--- src/rtl/txe_pkg.sv ---
package txe_pkg;
  typedef enum logic [1:0] {
    ST_IDLE = 2'd0,
    ST_SCAN = 2'd1,
    ST_RUN  = 2'd2
  } txe_state_e;
endpackage

--- src/rtl/txe_ctrl.sv ---
module txe_ctrl
  import txe_pkg::*;
#(
  parameter int CW    = 7,
  parameter int DEPTH = 16
) (
  input  logic          clk,
  input  logic          rst_n,
  input  logic          xmit_req,
  input  logic          slot_stb,
  input  logic [CW-1:0] slot_char,
  input  logic          slot_cur,
  input  logic          hold_full,
  output logic          push,
  output logic          cur_step,
  output logic          xmit_on,
  output logic          xmit_done
);
  localparam int CNTW = (DEPTH > 1) ? $clog2(DEPTH) : 1;
  localparam logic [CW-1:0] ETX = CW'(3);
  localparam logic [CNTW-1:0] CNT_END = CNTW'(DEPTH - 1);

  txe_state_e state_q;
  logic [CNTW-1:0] cnt_q;
  logic is_etx, run, term;

  always_comb begin
    is_etx   = (slot_char == ETX);
    run      = (state_q == ST_RUN);
    term     = run && slot_stb && slot_cur && is_etx;
    push     = run && slot_stb && slot_cur && !is_etx && !hold_full;
    cur_step = push;
    xmit_on  = run;
  end

  always_ff @(posedge clk or negedge rst_n) begin
    if (!rst_n) begin
      state_q   <= ST_IDLE;
      cnt_q     <= '0;
      xmit_done <= 1'b0;
    end else begin
      xmit_done <= 1'b0;
      unique case (state_q)
        ST_IDLE: if (xmit_req) begin
          state_q <= ST_SCAN;
          cnt_q   <= '0;
        end
        ST_SCAN: if (slot_stb) begin
          if (is_etx)                state_q <= ST_RUN;
          else if (cnt_q == CNT_END) state_q <= ST_IDLE;
          else                       cnt_q   <= cnt_q + 1'b1;
        end
        ST_RUN: if (term) begin
          state_q   <= ST_IDLE;
          xmit_done <= 1'b1;
        end
        default: state_q <= ST_IDLE;
      endcase
    end
  end


  enable_after_etx_chk: assert property (@(posedge clk) disable iff (!rst_n)
    $rose(xmit_on) |-> $past(slot_stb && is_etx));

  done_with_fall_chk: assert property (@(posedge clk) disable iff (!rst_n)
    xmit_done |-> (!xmit_on && $past(xmit_on)));

  done_single_chk: assert property (@(posedge clk) disable iff (!rst_n)
    xmit_done |=> !xmit_done);
endmodule

--- src/rtl/txe_hold_fifo.sv ---
module txe_hold_fifo #(
  parameter int CW   = 7,
  parameter int HOLD = 2
) (
  input  logic          clk,
  input  logic          rst_n,
  input  logic          push,
  input  logic [CW-1:0] din,
  input  logic          pop,
  output logic [CW-1:0] head,
  output logic          empty,
  output logic          full
);
  localparam int PW = (HOLD > 1) ? $clog2(HOLD) : 1;
  localparam int NW = $clog2(HOLD + 1);
  localparam logic [PW-1:0] PTR_END = PW'(HOLD - 1);

  logic [CW-1:0] mem_q [HOLD];
  logic [PW-1:0] wr_q, rd_q;
  logic [NW-1:0] num_q;

  assign head  = mem_q[rd_q];
  assign empty = (num_q == '0);
  assign full  = (num_q == NW'(HOLD));

  always_ff @(posedge clk or negedge rst_n) begin
    if (!rst_n) begin
      wr_q  <= '0;
      rd_q  <= '0;
      num_q <= '0;
      for (int i = 0; i < HOLD; i++) mem_q[i] <= '0;
    end else begin
      if (push) begin
        mem_q[wr_q] <= din;
        wr_q <= (wr_q == PTR_END) ? '0 : wr_q + 1'b1;
      end
      if (pop) rd_q <= (rd_q == PTR_END) ? '0 : rd_q + 1'b1;
      num_q <= num_q + NW'(push) - NW'(pop);
    end
  end


  hold_no_overflow_chk: assert property (@(posedge clk) disable iff (!rst_n)
    push |-> !full);

  hold_no_underflow_chk: assert property (@(posedge clk) disable iff (!rst_n)
    pop |-> !empty);

  step_gives_data_chk: assert property (@(posedge clk) disable iff (!rst_n)
    push |=> !empty);
endmodule

--- src/rtl/txe_serializer.sv ---
module txe_serializer #(
  parameter int CW = 7
) (
  input  logic          clk,
  input  logic          rst_n,
  input  logic [CW-1:0] head,
  input  logic          empty,
  output logic          pop,
  output logic          tx_valid,
  input  logic          tx_ready,
  output logic          tx_bit,
  output logic          tx_last
);
  localparam int IW = (CW > 1) ? $clog2(CW) : 1;
  localparam logic [IW-1:0] IDX_END = IW'(CW - 1);

  logic [IW-1:0] idx_q;
  logic [CW-1:0] sh;
  logic fire;

  always_comb begin
    sh       = head << idx_q;
    tx_valid = !empty;
    tx_bit   = sh[CW-1];
    tx_last  = (idx_q == IDX_END);
    fire     = tx_valid && tx_ready;
    pop      = fire && tx_last;
  end

  always_ff @(posedge clk or negedge rst_n) begin
    if (!rst_n)    idx_q <= '0;
    else if (fire) idx_q <= tx_last ? '0 : idx_q + 1'b1;
  end


  stall_hold_chk: assert property (@(posedge clk) disable iff (!rst_n)
    (tx_valid && !tx_ready) |=> (tx_valid && $stable(tx_bit) && $stable(tx_last)));
endmodule

--- src/rtl/etx_xmit_extractor.sv ---
module etx_xmit_extractor #(
  parameter int CW    = 7,
  parameter int DEPTH = 16,
  parameter int HOLD  = 2
) (
  input  logic          clk,
  input  logic          rst_n,
  input  logic          xmit_req,
  input  logic          slot_stb,
  input  logic [CW-1:0] slot_char,
  input  logic          slot_cur,
  output logic          cur_step,
  output logic          tx_valid,
  input  logic          tx_ready,
  output logic          tx_bit,
  output logic          tx_last,
  output logic          xmit_on,
  output logic          xmit_done
);
  logic          push, pop, empty, full;
  logic [CW-1:0] head;

  txe_ctrl #(.CW(CW), .DEPTH(DEPTH)) u_ctrl (
    .clk(clk), .rst_n(rst_n), .xmit_req(xmit_req), .slot_stb(slot_stb),
    .slot_char(slot_char), .slot_cur(slot_cur), .hold_full(full),
    .push(push), .cur_step(cur_step), .xmit_on(xmit_on), .xmit_done(xmit_done)
  );

  txe_hold_fifo #(.CW(CW), .HOLD(HOLD)) u_hold (
    .clk(clk), .rst_n(rst_n), .push(push), .din(slot_char), .pop(pop),
    .head(head), .empty(empty), .full(full)
  );

  txe_serializer #(.CW(CW)) u_ser (
    .clk(clk), .rst_n(rst_n), .head(head), .empty(empty), .pop(pop),
    .tx_valid(tx_valid), .tx_ready(tx_ready), .tx_bit(tx_bit), .tx_last(tx_last)
  );


  step_needs_enable_chk: assert property (@(posedge clk) disable iff (!rst_n)
    cur_step |-> (slot_stb && slot_cur && xmit_on));
endmodule

--- config.mk ---
export PLATFORM = sky130hd
export DESIGN_NAME = etx_xmit_extractor
export DESIGN_NICKNAME = d
export VERILOG_FILES = /design/src/rtl/txe_pkg.sv /design/src/rtl/txe_ctrl.sv /design/src/rtl/txe_hold_fifo.sv /design/src/rtl/txe_serializer.sv /design/src/rtl/etx_xmit_extractor.sv
export SDC_FILE = /design/constraint.sdc
export NUM_CORES = 1
export LEC_CHECK = 0
export BUFFER_PORTS_ARGS = -buffer_cell sky130_fd_sc_hd__buf_2
export CAP_MARGIN = 40
export CELL_PAD_IN_SITES_DETAIL_PLACEMENT = 0
export CELL_PAD_IN_SITES_GLOBAL_PLACEMENT = 1
export CORE_ASPECT_RATIO = 1.5
export CORE_MARGIN = 2
export CORE_UTILIZATION = 41
export CTS_CLUSTER_SIZE = 20
export DETAILED_ROUTE_END_ITERATION = 10
export PLACE_DENSITY_LB_ADDON = 0.1
export SLEW_MARGIN = 40
export SYNTH_ARGS = -nofsm -noshare
export SYNTH_HDL_FRONTEND = slang
export SYNTH_HIERARCHICAL = 1
export SYNTH_SLANG_ARGS = --single-unit
--- constraint.sdc ---
create_clock -name clk -period 1.8 [get_ports clk]
set_input_delay 0.09 -clock clk [delete_from_list [all_inputs] [get_ports clk]]
set_output_delay 0.09 -clock clk [all_outputs]
set_load 0.005 [all_outputs]
==> results of run 1 <==
[flip-flops by register name, indices dropped and copies added (netlist names)]
| name | count |
|---|---|
| u_hold/mem_q | 14 |
| u_ser/idx_q | 3 |
| u_ctrl/cnt_q | 4 |
| u_hold/num_q | 2 |
| u_hold/rd_q | 1 |
| u_ctrl/xmit_done | 1 |
| u_hold/wr_q | 1 |
| u_ctrl/state_q | 2 |
[metrics by stage]
| stage | power [µW] | instances | cell area [µm²] | setup TNS, ns |
|---|---|---|---|---|
| after global routing | 2262 | 196 | 1818 | -0.02809 |
| after CTS | 2099 | 196 | 1795 | 0 |
| after global placement | 1529 | 189 | 1687 | 0 |
| after detailed placement | 1552 | 189 | 1687 | 0 |
| final | 2114 | 196 | 1818 | 0 |
| after floorplan | 1391 | 126 | 1518 | 0 |
[path summary, 6_finish.rpt]
| kind | from | end | depth (start not counted) |
|---|---|---|---|
| worst max-delay path | u_hold/rd_q | tx_bit | 5 |
| worst min-delay path | slot_char[3] | u_hold/mem_q[10] | 2 |
| worst max register to register | u_hold/num_q[0] | u_hold/num_q[1] | 8 |
| worst min register to register | u_hold/mem_q[6] | u_hold/mem_q[6] | 1 |
| max in group asynchronous | rst_n | u_hold/rd_q | 2 |
| min in group asynchronous | rst_n | u_ctrl/xmit_done | 2 |
[routing by layer]
metal,GRT usage (%),vias up,part of all wire (%)
li1,-,489,-
met1,18.79,510,42
met2,28.64,16,55
met3,2.281,2,2.4
met4,3.846,0,0.61
met5,0,-,0
[repair_timing]
| action | CTS | global route |
|---|---|---|
| resized for setup | 4 | 5 |
| buffers inserted | 2 | 0 |
| pin swaps | 0 | 2 |
| hold endpoints to repair | 28 | 0 |
| endpoints found under the setup margin | 1 | 2 |
| hold buffers | 1 | 0 |
[worst reg2reg max path, stage by stage (launching register included)]
cell and delay [ns]:
dfrtp_1 0.41, nor2_2 0.18, nand2b_4 0.16, nor3_2 0.05, ha_1 0.28, inv_1 0.03, ha_1 0.18, xnor2_1 0.17
xnor2_1 0.14
[layout make-up]
class / count / area [µm²] / share of cell area (%)
tap: 43 / 53.80 / 2.959
timing repair buffer: 28 / 180.2 / 9.911
clock inverter: 1 / 30.03 / 1.652
clock buffer: 3 / 41.29 / 2.271
sequential: 28 / 701.9 / 38.61
multi-input combinational: 86 / 784.5 / 43.15
inverter: 7 / 26.28 / 1.445
[cells by family (layout without fill, tap and decap cells)]
| kind of cell | after synthesis | count (layout) |
|---|---|---|
| flip-flops | 28 | 28 |
| AO/OA/AOI/OAI | 15 | 15 |
| multiplexers | 27 | 27 |
| XOR/XNOR | 5 | 5 |
| adder cells (fa/ha/maj) | 3 | 3 |
| AND/OR/NAND/NOR | 36 | 36 |
| buffers and inverters | 12 | 39 |
[cell usage in the layout (no fill, tap or decap), types with 3 or more instances in the layout]
master    instances
xnor2_1           3
a31oi_1           3
buf_4             8
nor2_1            7
mux2_2           10
mux2_4           14
buf_2            18
a21oi_1           3
o21ai_0           3
ha_1              3
clkbuf_8          3
nand2_1           9
dfrtp_1          27
inv_1             7
nand2b_1          3
mux2i_1           3
[report_power, final]
part / leakage (µW) / internal (µW) / switching, µW / total [µW]
Sequential: 0.000365 / 752 / 148 / 900
Clock: 0.0000357 / 298 / 207 / 504
Combinational: 0.000508 / 380 / 330 / 710
==> run summary, run 1 <==
The run finished with clean final reports. Counting every instance in the synthesized netlist gives 126. The number of global-route vias before repair came out at 1056. The number of warnings printed during yosys synthesis is 6. Most instantiated library cell after synthesis: dfrtp_1. Setup violations remaining at the end of the flow were counted as 0. Grouping stages by cell kind, the critical path spends the most delay in multiplexers.

For the required time of the critical path, the log shows 1.71 ns. Buffers inserted during clock tree synthesis total 3. The run gives 46.40% as the post-synthesis sequential area ratio. The logs give 0 for the number of routed nets with antenna violations and 15.80% for the total global routing track utilization. Setup repair after global routing could not meet its margin everywhere. The power density over the cells was 1163 nW/µm²; the first-pass iteration count of the detailed router was 4. The number of nets in the synthesized netlist is 142.

The setup path with the least slack is of type register to primary output. The floorplan step defined a core boundary enclosing 3615 µm². The max-capacitance violation count was 0; the actual slew at the worst max-slew pin was 0.6420 ns.

Measured against its own limit, the worst slew margin works out to 57.20%. The post-synthesis compound-gate area fraction was 8.036%. The largest individual stage delay along the critical path comes from the cell dfrtp_2. After synthesis the netlist holds a flip-flop and latch count of 28. The longest clock path from root to sink contains 2 buffers. Per-cell routed wire length: 15.03 µm. The placer congestion estimate came out at 0.7254. Compared with the post-synthesis result, the final layout area differs by 20.38%.

The synthesized netlist occupies a cell area of 1510 µm². The tools report the global-route wire length before repair as 4.850 mm. The clock net in this run drives a total of 28 sinks.

In the post-route analysis, the smallest setup slack over all paths is 0.04702 ns. The reg-to-reg setup timing slack is 0.11 ns. Clock latency on the worst-skew pair, taken at its later pin, is 0.28 ns. The initial utilization of the core area, before any placement, comes to 41.78%. The number of levels in the clock H-tree is 1. The routed layout has 1017 vias.

The leftover overflow at the end of global routing was 0; the layout cell share with drive strength beyond 1 was 46.41%. The tools report the maximum number of pins on one net before global-route repair as 29. The run gives 0 as the number of antenna violations at the first check in global routing. The worst path uses 97.39% of the clock period. The run gives 0.07798 ns as the minimum hold slack. The sum of buffers and inverters on the critical path came out at 1. For this run, the leading register cell type out of synthesis is dfrtp_1. By count the netlist is led by dfrtp_1, mux2_2, mux2_4, nand2_1, nor2_1. In this run the worst path has a maximum fanout of 6. In this run the biggest area consumer among cell types represents 46.40% of the synthesized area. The final hold violation count is 0. Yosys mapped the design onto 35 distinct sky130hd cell types. The average via count per standard cell works out to 5.189. The cell taking the most area after synthesis was dfrtp_1. By area, the combinational part of the netlist is dominated by multiplexers.

Type of the most critical hold path: primary input to register. The largest stage delay on the critical path came out at 0.48 ns. After synthesis, the cell types taking the most area are dfrtp_1, mux2_2, mux2_4, ha_1, nand2_1.

The share of async-settable or async-resettable flops after synthesis works out to 100.0%. The final critical path time including I/O delays and setup is 1.753 ns. The critical path goes through mux2_4 -> mux2_4 -> o22ai_2 -> a211oi_2 -> buf_2.

Timing would allow up to 570.5 MHz. A synthesized cell averages 11.99 µm². The count of filler cells inserted in the layout was 331; the detailed-route DRC error count was 0. The peak supply drop is 0.0006016 V, and the number of top-level pins is 19.

TritonCTS built the clock tree. The synthesized netlist devotes 13.67% of its cell area to simple gates. The die is 53.56 µm wide. For this design the static power due to leakage is 0.0009088 µW. The floorplan has 27 rows. Between clock sinks in the finished design, the worst skew comes to 0.006338 ns.

Clock tree synthesis selected as its root buffer the cell clkbuf_8. After clock tree synthesis, the clock-pin slew on the worst setup and hold paths is 0.10 ns. In this run the vertical extent of the chip is 78.33 µm. Port buffering added 18 buffers.

The floorplan step defined a die boundary enclosing 4195 µm². The run gives 2.151 mm as the half-perimeter wire length after detailed placement. The synthesized-area fraction occupied by adder cells works out to 2.486%. Cells fill 50.29% of the core in the end. The portion of synthesized area spent on multiplexers is 22.12%. STA classifies the critical path startpoint as a register.

0 antenna diodes ended up in the layout. The tools report the total detailed-routing wirelength as 2.945 mm. Of the total synthesized cell area, the portion taken by XOR and XNOR cells is 2.900%. The tools report the initial detailed-routing violation count as 18. Counting flops with a built-in enable in the synthesized netlist gives 0. The worst setup timing slack at the placement stage came out at 0.06986 ns.

STA classifies the critical path endpoint as a primary output. The net count reported at finish was 170. Data on the critical path arrives at its endpoint at 1.66 ns. The tools report the number of pins exceeding their max-slew limit in the final report as 0. In this design, the critical path's most frequently occurring cell is mux2_4.
No activity file was read; power rests on OpenSTA's default activity.
==> run 2: changes to the inputs <==
--- a/config.mk
+++ b/config.mk
@@ -10,8 +10,8 @@
 export CELL_PAD_IN_SITES_DETAIL_PLACEMENT = 0
 export CELL_PAD_IN_SITES_GLOBAL_PLACEMENT = 1
 export CORE_ASPECT_RATIO = 1.5
-export CORE_MARGIN = 2
-export CORE_UTILIZATION = 41
+export CORE_MARGIN = 4
+export CORE_UTILIZATION = 45
 export CTS_CLUSTER_SIZE = 20
 export DETAILED_ROUTE_END_ITERATION = 10
 export PLACE_DENSITY_LB_ADDON = 0.1
==> constraint.sdc (replaced) <==
create_clock -name clk -period 1.8 [get_ports clk]
set_input_delay 0.09 -clock clk [delete_from_list [all_inputs] [get_ports clk]]
set_output_delay 0.09 -clock clk [all_outputs]
set_load 0.02 [all_outputs]
==> run summary, run 2 (synthesis gave the netlist of run 1 again) <==
The total global routing track utilization came out at 14.13% (-1.7 points). The leftover overflow at the end of global routing is 0 (unchanged). The number of levels in the clock H-tree is 1 (unchanged), and the finished layout cell area is 1758 µm² (-3.3%).

Setup repair after global routing could not meet its margin everywhere. The logs give 0 (unchanged) for the max-capacitance violation count and 3191 µm² (-12%) for the core outline area. The maximum number of buffers from clock root to sink is 2 (unchanged). The run gives 1067 (+1.0%) as the number of global-route vias before repair. The largest registers in the layout are u_hold/mem_q x14, u_ctrl/cnt_q x4, u_ser/idx_q x3. The vertical die dimension is 78.95 µm (+0.79%), and the layout cell share with drive strength beyond 1 is 44.37% (-2.0 points). The average via count per standard cell is 5.199 (+0.20%), and the maximum net fanout on the critical path is 5 (-1). The post-route worst setup slack was 0.01178 ns (-0.03524 ns). STA classifies the critical path endpoint as a primary output.

Leaving out fill and tap cells, the most frequent cells in the layout are dfrtp_1, buf_2, mux2_2. The number of antenna violations at the first check in global routing is 0 (unchanged). Via count: 993 (-2.4%). The run gives 1.70 ns (+0.04 ns) as the endpoint arrival time on the critical path. The logs give 0.7187 (-0.92%) for the placer congestion estimate and 58.32% (+1.1 points) for the worst slew margin relative to its limit. The run gives 169 (-0.59%) as the net count reported at finish. STA classifies the critical path startpoint as a register. The peak supply drop is 0.0006177 V (+2.7%), and the effective utilization at floorplan is 47.33% (+5.6 points).

The final core area utilization is 55.10% (+4.8 points), and the final setup violation count is 0 (unchanged). For the worst setup timing slack at the placement stage, the log shows 0.1324 ns (+0.06252 ns). The register with the most flip-flops in the final layout is u_hold/mem_q. Compared with the post-synthesis result, the final layout area differs by 16.40%. Flip-flop count of the largest register after layout: 14 (unchanged). The per-cell routed wire length is 14.69 µm (-2.3%), and the area of the die is 4366 µm² (+4.1%). The required time of the critical path was 1.71 ns (about the same). The placed standard-cell area is 1699 µm² (+0.74%). Final hold violation count: 0 (unchanged).

The actual slew at the worst max-slew pin was 0.6252 ns (-0.01676 ns); the maximum clock frequency was 559.2 MHz (-2.0%). The share of the clock period used by the worst path was 99.35% (+2.0 points). The root buffer cell chosen for the clock tree is clkbuf_8. The initial detailed-routing violation count was 18 (unchanged). The first-pass iteration count of the detailed router is 2 (-2), and the maximum number of pins on one net before global-route repair is 29 (unchanged).

The tools report the number of pins exceeding their max-slew limit in the final report as 0 (unchanged). The total detailed-routing wirelength came out at 2.805 mm (-4.8%). Type of the most critical hold path: primary input to register. The insertion delay to the later sink of the worst-skew pair was 0.27 ns (about the same). The leakage power summed over all cells came out at 0.0008747 µW (-3.8%). The half-perimeter wire length after detailed placement is 2.211 mm (+2.8%), and the number of buffers inserted by port buffering is 18 (unchanged). The final clock skew is 0.002202 ns (-0.004136 ns), and the TritonCTS sink count is 28 (unchanged). Number of placement rows: 25 (-7.4%). The total power draw is 1970 µW (-6.8%), and the power density over the cells is 1121 nW/µm² (-3.7%). For the detailed-route DRC error count, the log shows 0 (unchanged).

The flow ran to the end, and the final reports show no timing, DRC or antenna violations. Post-CTS clock slew at the launch and capture registers of the worst setup and hold paths: 0.09 ns (about the same). For the number of CTS-inserted buffers, the log shows 3 (unchanged). The tools report the number of top-level pins as 19 (unchanged).

The number of antenna repair diodes is 0 (unchanged). The tools report the count of filler cells inserted in the layout as 297 (-10%). TritonCTS built the clock tree. The library cell used most frequently in the layout, excluding fill and tap cells, is dfrtp_1. The global-route wire length before repair came out at 4.850 mm (unchanged). The setup path with the least slack is of type register to primary output.

Number of routed nets with antenna violations: 0 (unchanged). The final critical path time including I/O delays and setup works out to 1.788 ns (+0.03524 ns). The die span in x was 55.30 µm (+3.3%).
-- run 2: power by group --
group,switching (µW),total [µW],internal [µW],leakage [µW]
clock,182,332,150,0.0000216
combinational,391,768,377,0.000488
sequential,117,869,752,0.000365
-- run 2: repair_timing --
action | in CTS | in global routing
pin swaps | 1 | 0
buffers inserted | 0 | 0
hold buffers | 1 | 0
endpoints found under the hold margin | 28 | 0
gates resized for setup | 4 | 0
endpoints found under the setup margin | 1 | 1
-- run 2: path summary, 6_finish.rpt --
check / from / end / slack, ns / cells after the start
worst max-delay path: u_hold/rd_q / tx_bit / 0.01 / 5
worst min-delay path: xmit_req / u_ctrl/state_q[0] / 0.09 / 3
worst max register to register: u_ctrl/state_q[0] / u_hold/mem_q[11] / 0.11 / 5
worst min register to register: u_hold/mem_q[6] / u_hold/mem_q[6] / 0.51 / 1
max in group asynchronous: rst_n / u_hold/rd_q / 0.99 / 2
min in group asynchronous: rst_n / u_hold/mem_q[9] / 0.37 / 2
-- run 2: through the flow --
| step | hold WS (ns) | instances | setup TNS [ns] |
|---|---|---|---|
| floorplan | -0.2056 | 126 | -1.046 |
| finish | 0.08807 | 191 | 0 |
| CTS | 0.08536 | 191 | -0.008232 |
| global placement | 0.1392 | 187 | 0 |
| detailed placement | 0.1539 | 187 | 0 |
| global route | 0.08989 | 191 | -0.05031 |
-- run 2: area by class of cell --
| cell class | instances | area (µm²) | area share, % |
|---|---|---|---|
| Tap cell | 40 | 50.05 | 2.847 |
| Multi-Input combinational cell | 86 | 775.7 | 44.13 |
| Clock buffer | 3 | 41.29 | 2.349 |
| Timing Repair Buffer | 27 | 162.7 | 9.253 |
| Sequential cell | 28 | 701.9 | 39.93 |
| Inverter | 7 | 26.28 | 1.495 |
-- run 2: layer usage --
| layer | GRT usage (%) | vias up | share of wire (%) |
|---|---|---|---|
| li1 | - | 481 | - |
| met1 | 15.09 | 496 | 40 |
| met2 | 27.73 | 12 | 57 |
| met3 | 2.276 | 4 | 2.3 |
| met4 | 4.380 | 0 | 1.3 |
| met5 | 0 | - | 0 |
-- run 2: worst max-delay path: stages, from the launching register on --
cell	delay, ns
dfrtp_2	0.46
mux2_4	0.32
mux2_4	0.28
o22ai_2	0.16
a211oi_2	0.06
buf_4	0.16
==> run 3: changes to the inputs <==
==> constraint.sdc (replaced) <==
create_clock -name clk -period 1.7 [get_ports clk]
set_input_delay 0.085 -clock clk [delete_from_list [all_inputs] [get_ports clk]]
set_output_delay 0.085 -clock clk [all_outputs]
set_load 0.02 [all_outputs]
==> run summary, run 3 (synthesis gave the netlist of run 1 again) <==
The final core area utilization is 58.75% (+3.6 points). Type of the worst setup path: register to primary output. The total detailed-routing wirelength is 2.961 mm (+5.6%), and the maximum net fanout on the critical path is 6 (+1). The tools report the number of pins exceeding their max-slew limit in the final report as 0 (unchanged). The detailed-route DRC error count was 0 (unchanged). The per-cell routed wire length was 14.95 µm (+1.8%). The non-filler instance count after layout is 198 (+3.7%).

In the layout the commonest cells are dfrtp_1, buf_2, buf_4. The maximum number of buffers from clock root to sink is 2 (unchanged), and the vertical die dimension is 78.95 µm (unchanged). The first-pass iteration count of the detailed router is 2 (unchanged).

The number of top-level pins was 19 (unchanged); the worst slew margin relative to its limit was 57.10% (-1.2 points). The run gives 1707 µm² (+0.44%) as the placed standard-cell area. The worst hold path belongs to the class primary input to register.

The logs give 3191 µm² (unchanged) for the core outline area and 0 (unchanged) for the max-capacitance violation count. The layout cell share with drive strength beyond 1 was 50.00% (+5.6 points); the minimum hold slack was 0.07367 ns (-0.01440 ns). The checks that failed: negative setup slack. The run gives 4366 µm² (unchanged) as the area of the die. The tree is rooted in a clkbuf_8. The number of antenna violations at the first check in global routing was 0 (unchanged). The number of antenna repair diodes came out at 0 (unchanged). The tools report the insertion delay to the later sink of the worst-skew pair as 0.27 ns (about the same). The worst setup path is launched from a register. The most common cell after layout, fill and taps aside was dfrtp_1. The final setup violation count came out at 1 (+1). The logs give 14.84% (+0.71 points) for the total global routing track utilization and 1 (unchanged) for the number of levels in the clock H-tree. The tools report the maximum clock frequency as 562.6 MHz.

Setup repair after global routing could not meet its margin everywhere. Required time of the critical path: 1.62 ns (-0.09 ns). The run gives -0.03053 ns (-0.1629 ns) as the worst setup timing slack at the placement stage.

The effective utilization at floorplan is 47.33% (unchanged), and the global-route wire length before repair is 5.237 mm (+8.0%). The placer congestion estimate is 0.7267 (+1.1%), and the half-perimeter wire length after detailed placement is 2.194 mm (-0.75%). For the post-route worst setup slack, the log shows -0.07738 ns (-0.08916 ns). The total placed cells including tap cells was 188 (+0.53%).

Final clock skew: 0.001368 ns (-0.0008342 ns). The actual slew at the worst max-slew pin came out at 0.6435 ns (+0.01828 ns). The run gives 25 (unchanged) as the number of placement rows. The initial detailed-routing violation count was 17 (-1). The run gives 176 (+4.1%) as the net count reported at finish. The final critical path takes up 104.6% of the cycle. More flip-flops sit in one register than any other, and that register is u_hold/mem_q. The run gives 0.0005650 V (-8.5%) as the peak supply drop.

The run gives 0 (unchanged) as the final hold violation count. The flip-flop count of the largest register after layout is 14 (unchanged), and the average via count per standard cell is 5.187 (-0.23%). The number of CTS-inserted buffers is 3 (unchanged). The leakage power summed over all cells is 0.0009376 µW (+7.2%). The run gives 1.69 ns (about the same) as the endpoint arrival time on the critical path. The die span in x is 55.30 µm (unchanged). The leftover overflow at the end of global routing is 0 (unchanged), and the maximum number of pins on one net before global-route repair is 29 (unchanged). The final critical path time including I/O delays and setup is 1.777 ns. The TritonCTS sink count is 28 (unchanged), and the finished layout cell area is 1874 µm² (+6.6%).

The number of buffers inserted by port buffering works out to 18 (unchanged). In the final layout, the registers with the most flip-flops are u_hold/mem_q x14, u_ctrl/cnt_q x4, u_ser/idx_q x3. The sort of element at the end of the critical path is a primary output.

The relative area change from synthesis to final layout works out to 24.11%. The power density over the cells was 1186 nW/µm² (+5.9%). TritonCTS built the clock tree.

The number of routed nets with antenna violations was 0 (unchanged). The run gives 1122 (+5.2%) as the number of global-route vias before repair. Post-CTS clock slew at the launch and capture registers of the worst setup and hold paths: 0.09 ns (about the same). The via count was 1027 (+3.4%). The flow ran to the end, but the final reports show violations.
-- run 3: worst max-delay path, stage by stage, from the launching register on --
cell      delay (ns)
dfrtp_2         0.47
mux2_4          0.31
mux2_4          0.28
o22ai_4         0.15
a211oi_2        0.05
buf_4           0.16
-- run 3: final timing paths --
check | from | end | slack [ns] | cells after the start
worst min register to register | u_hold/mem_q[6] | u_hold/mem_q[6] | 0.51 | 1
max in group asynchronous | rst_n | u_hold/rd_q | 0.88 | 2
worst max-delay path | u_hold/rd_q | tx_bit | -0.08 | 5
worst max register to register | u_hold/num_q[1] | u_hold/mem_q[10] | 0.06 | 6
worst min-delay path | slot_cur | u_ctrl/xmit_done | 0.07 | 3
min in group asynchronous | rst_n | u_hold/mem_q[0] | 0.36 | 2
-- run 3: metrics by stage --
step	setup TNS (ns)	total power [µW]
after floorplan	-2.232	1523
after global placement	0	1718
after detailed placement	-0.03053	1755
after CTS	-0.1003	2163
after global routing	-0.3013	2390
final	-0.07738	2224
-- run 3: layout make-up --
class	instances	area, µm²
Fill cell	294	1316
Multi-Input combinational cell	86	827.0
Sequential cell	28	701.9
Clock buffer	3	41.29
Tap cell	40	50.05
Inverter	7	26.28
Timing Repair Buffer	34	227.7
-- run 3: report_power, final --
group          switching [µW]  internal [µW]  total, µW
combinational             463            483        946
clock                     195            159        354
sequential                127            797        924
-- run 3: repair_timing --
| action | 4_1_cts | 5_1_grt |
|---|---|---|
| gates resized for setup | 5 | 9 |
| pin swaps | 2 | 6 |
| endpoints found under the hold margin | 28 | 0 |
| setup buffers | 1 | 5 |
| setup endpoints to repair | 2 | 16 |
| hold buffers | 1 | 0 |
-- run 3: layer usage --
metal | wire, µm | track usage [%] | up-vias
met5 | 0 | 0 | -
met4 | 36 | 5.109 | 0
met3 | 68 | 1.951 | 4
met2 | 1693 | 27.96 | 12
met1 | 1163 | 16.91 | 509
li1 | - | - | 502
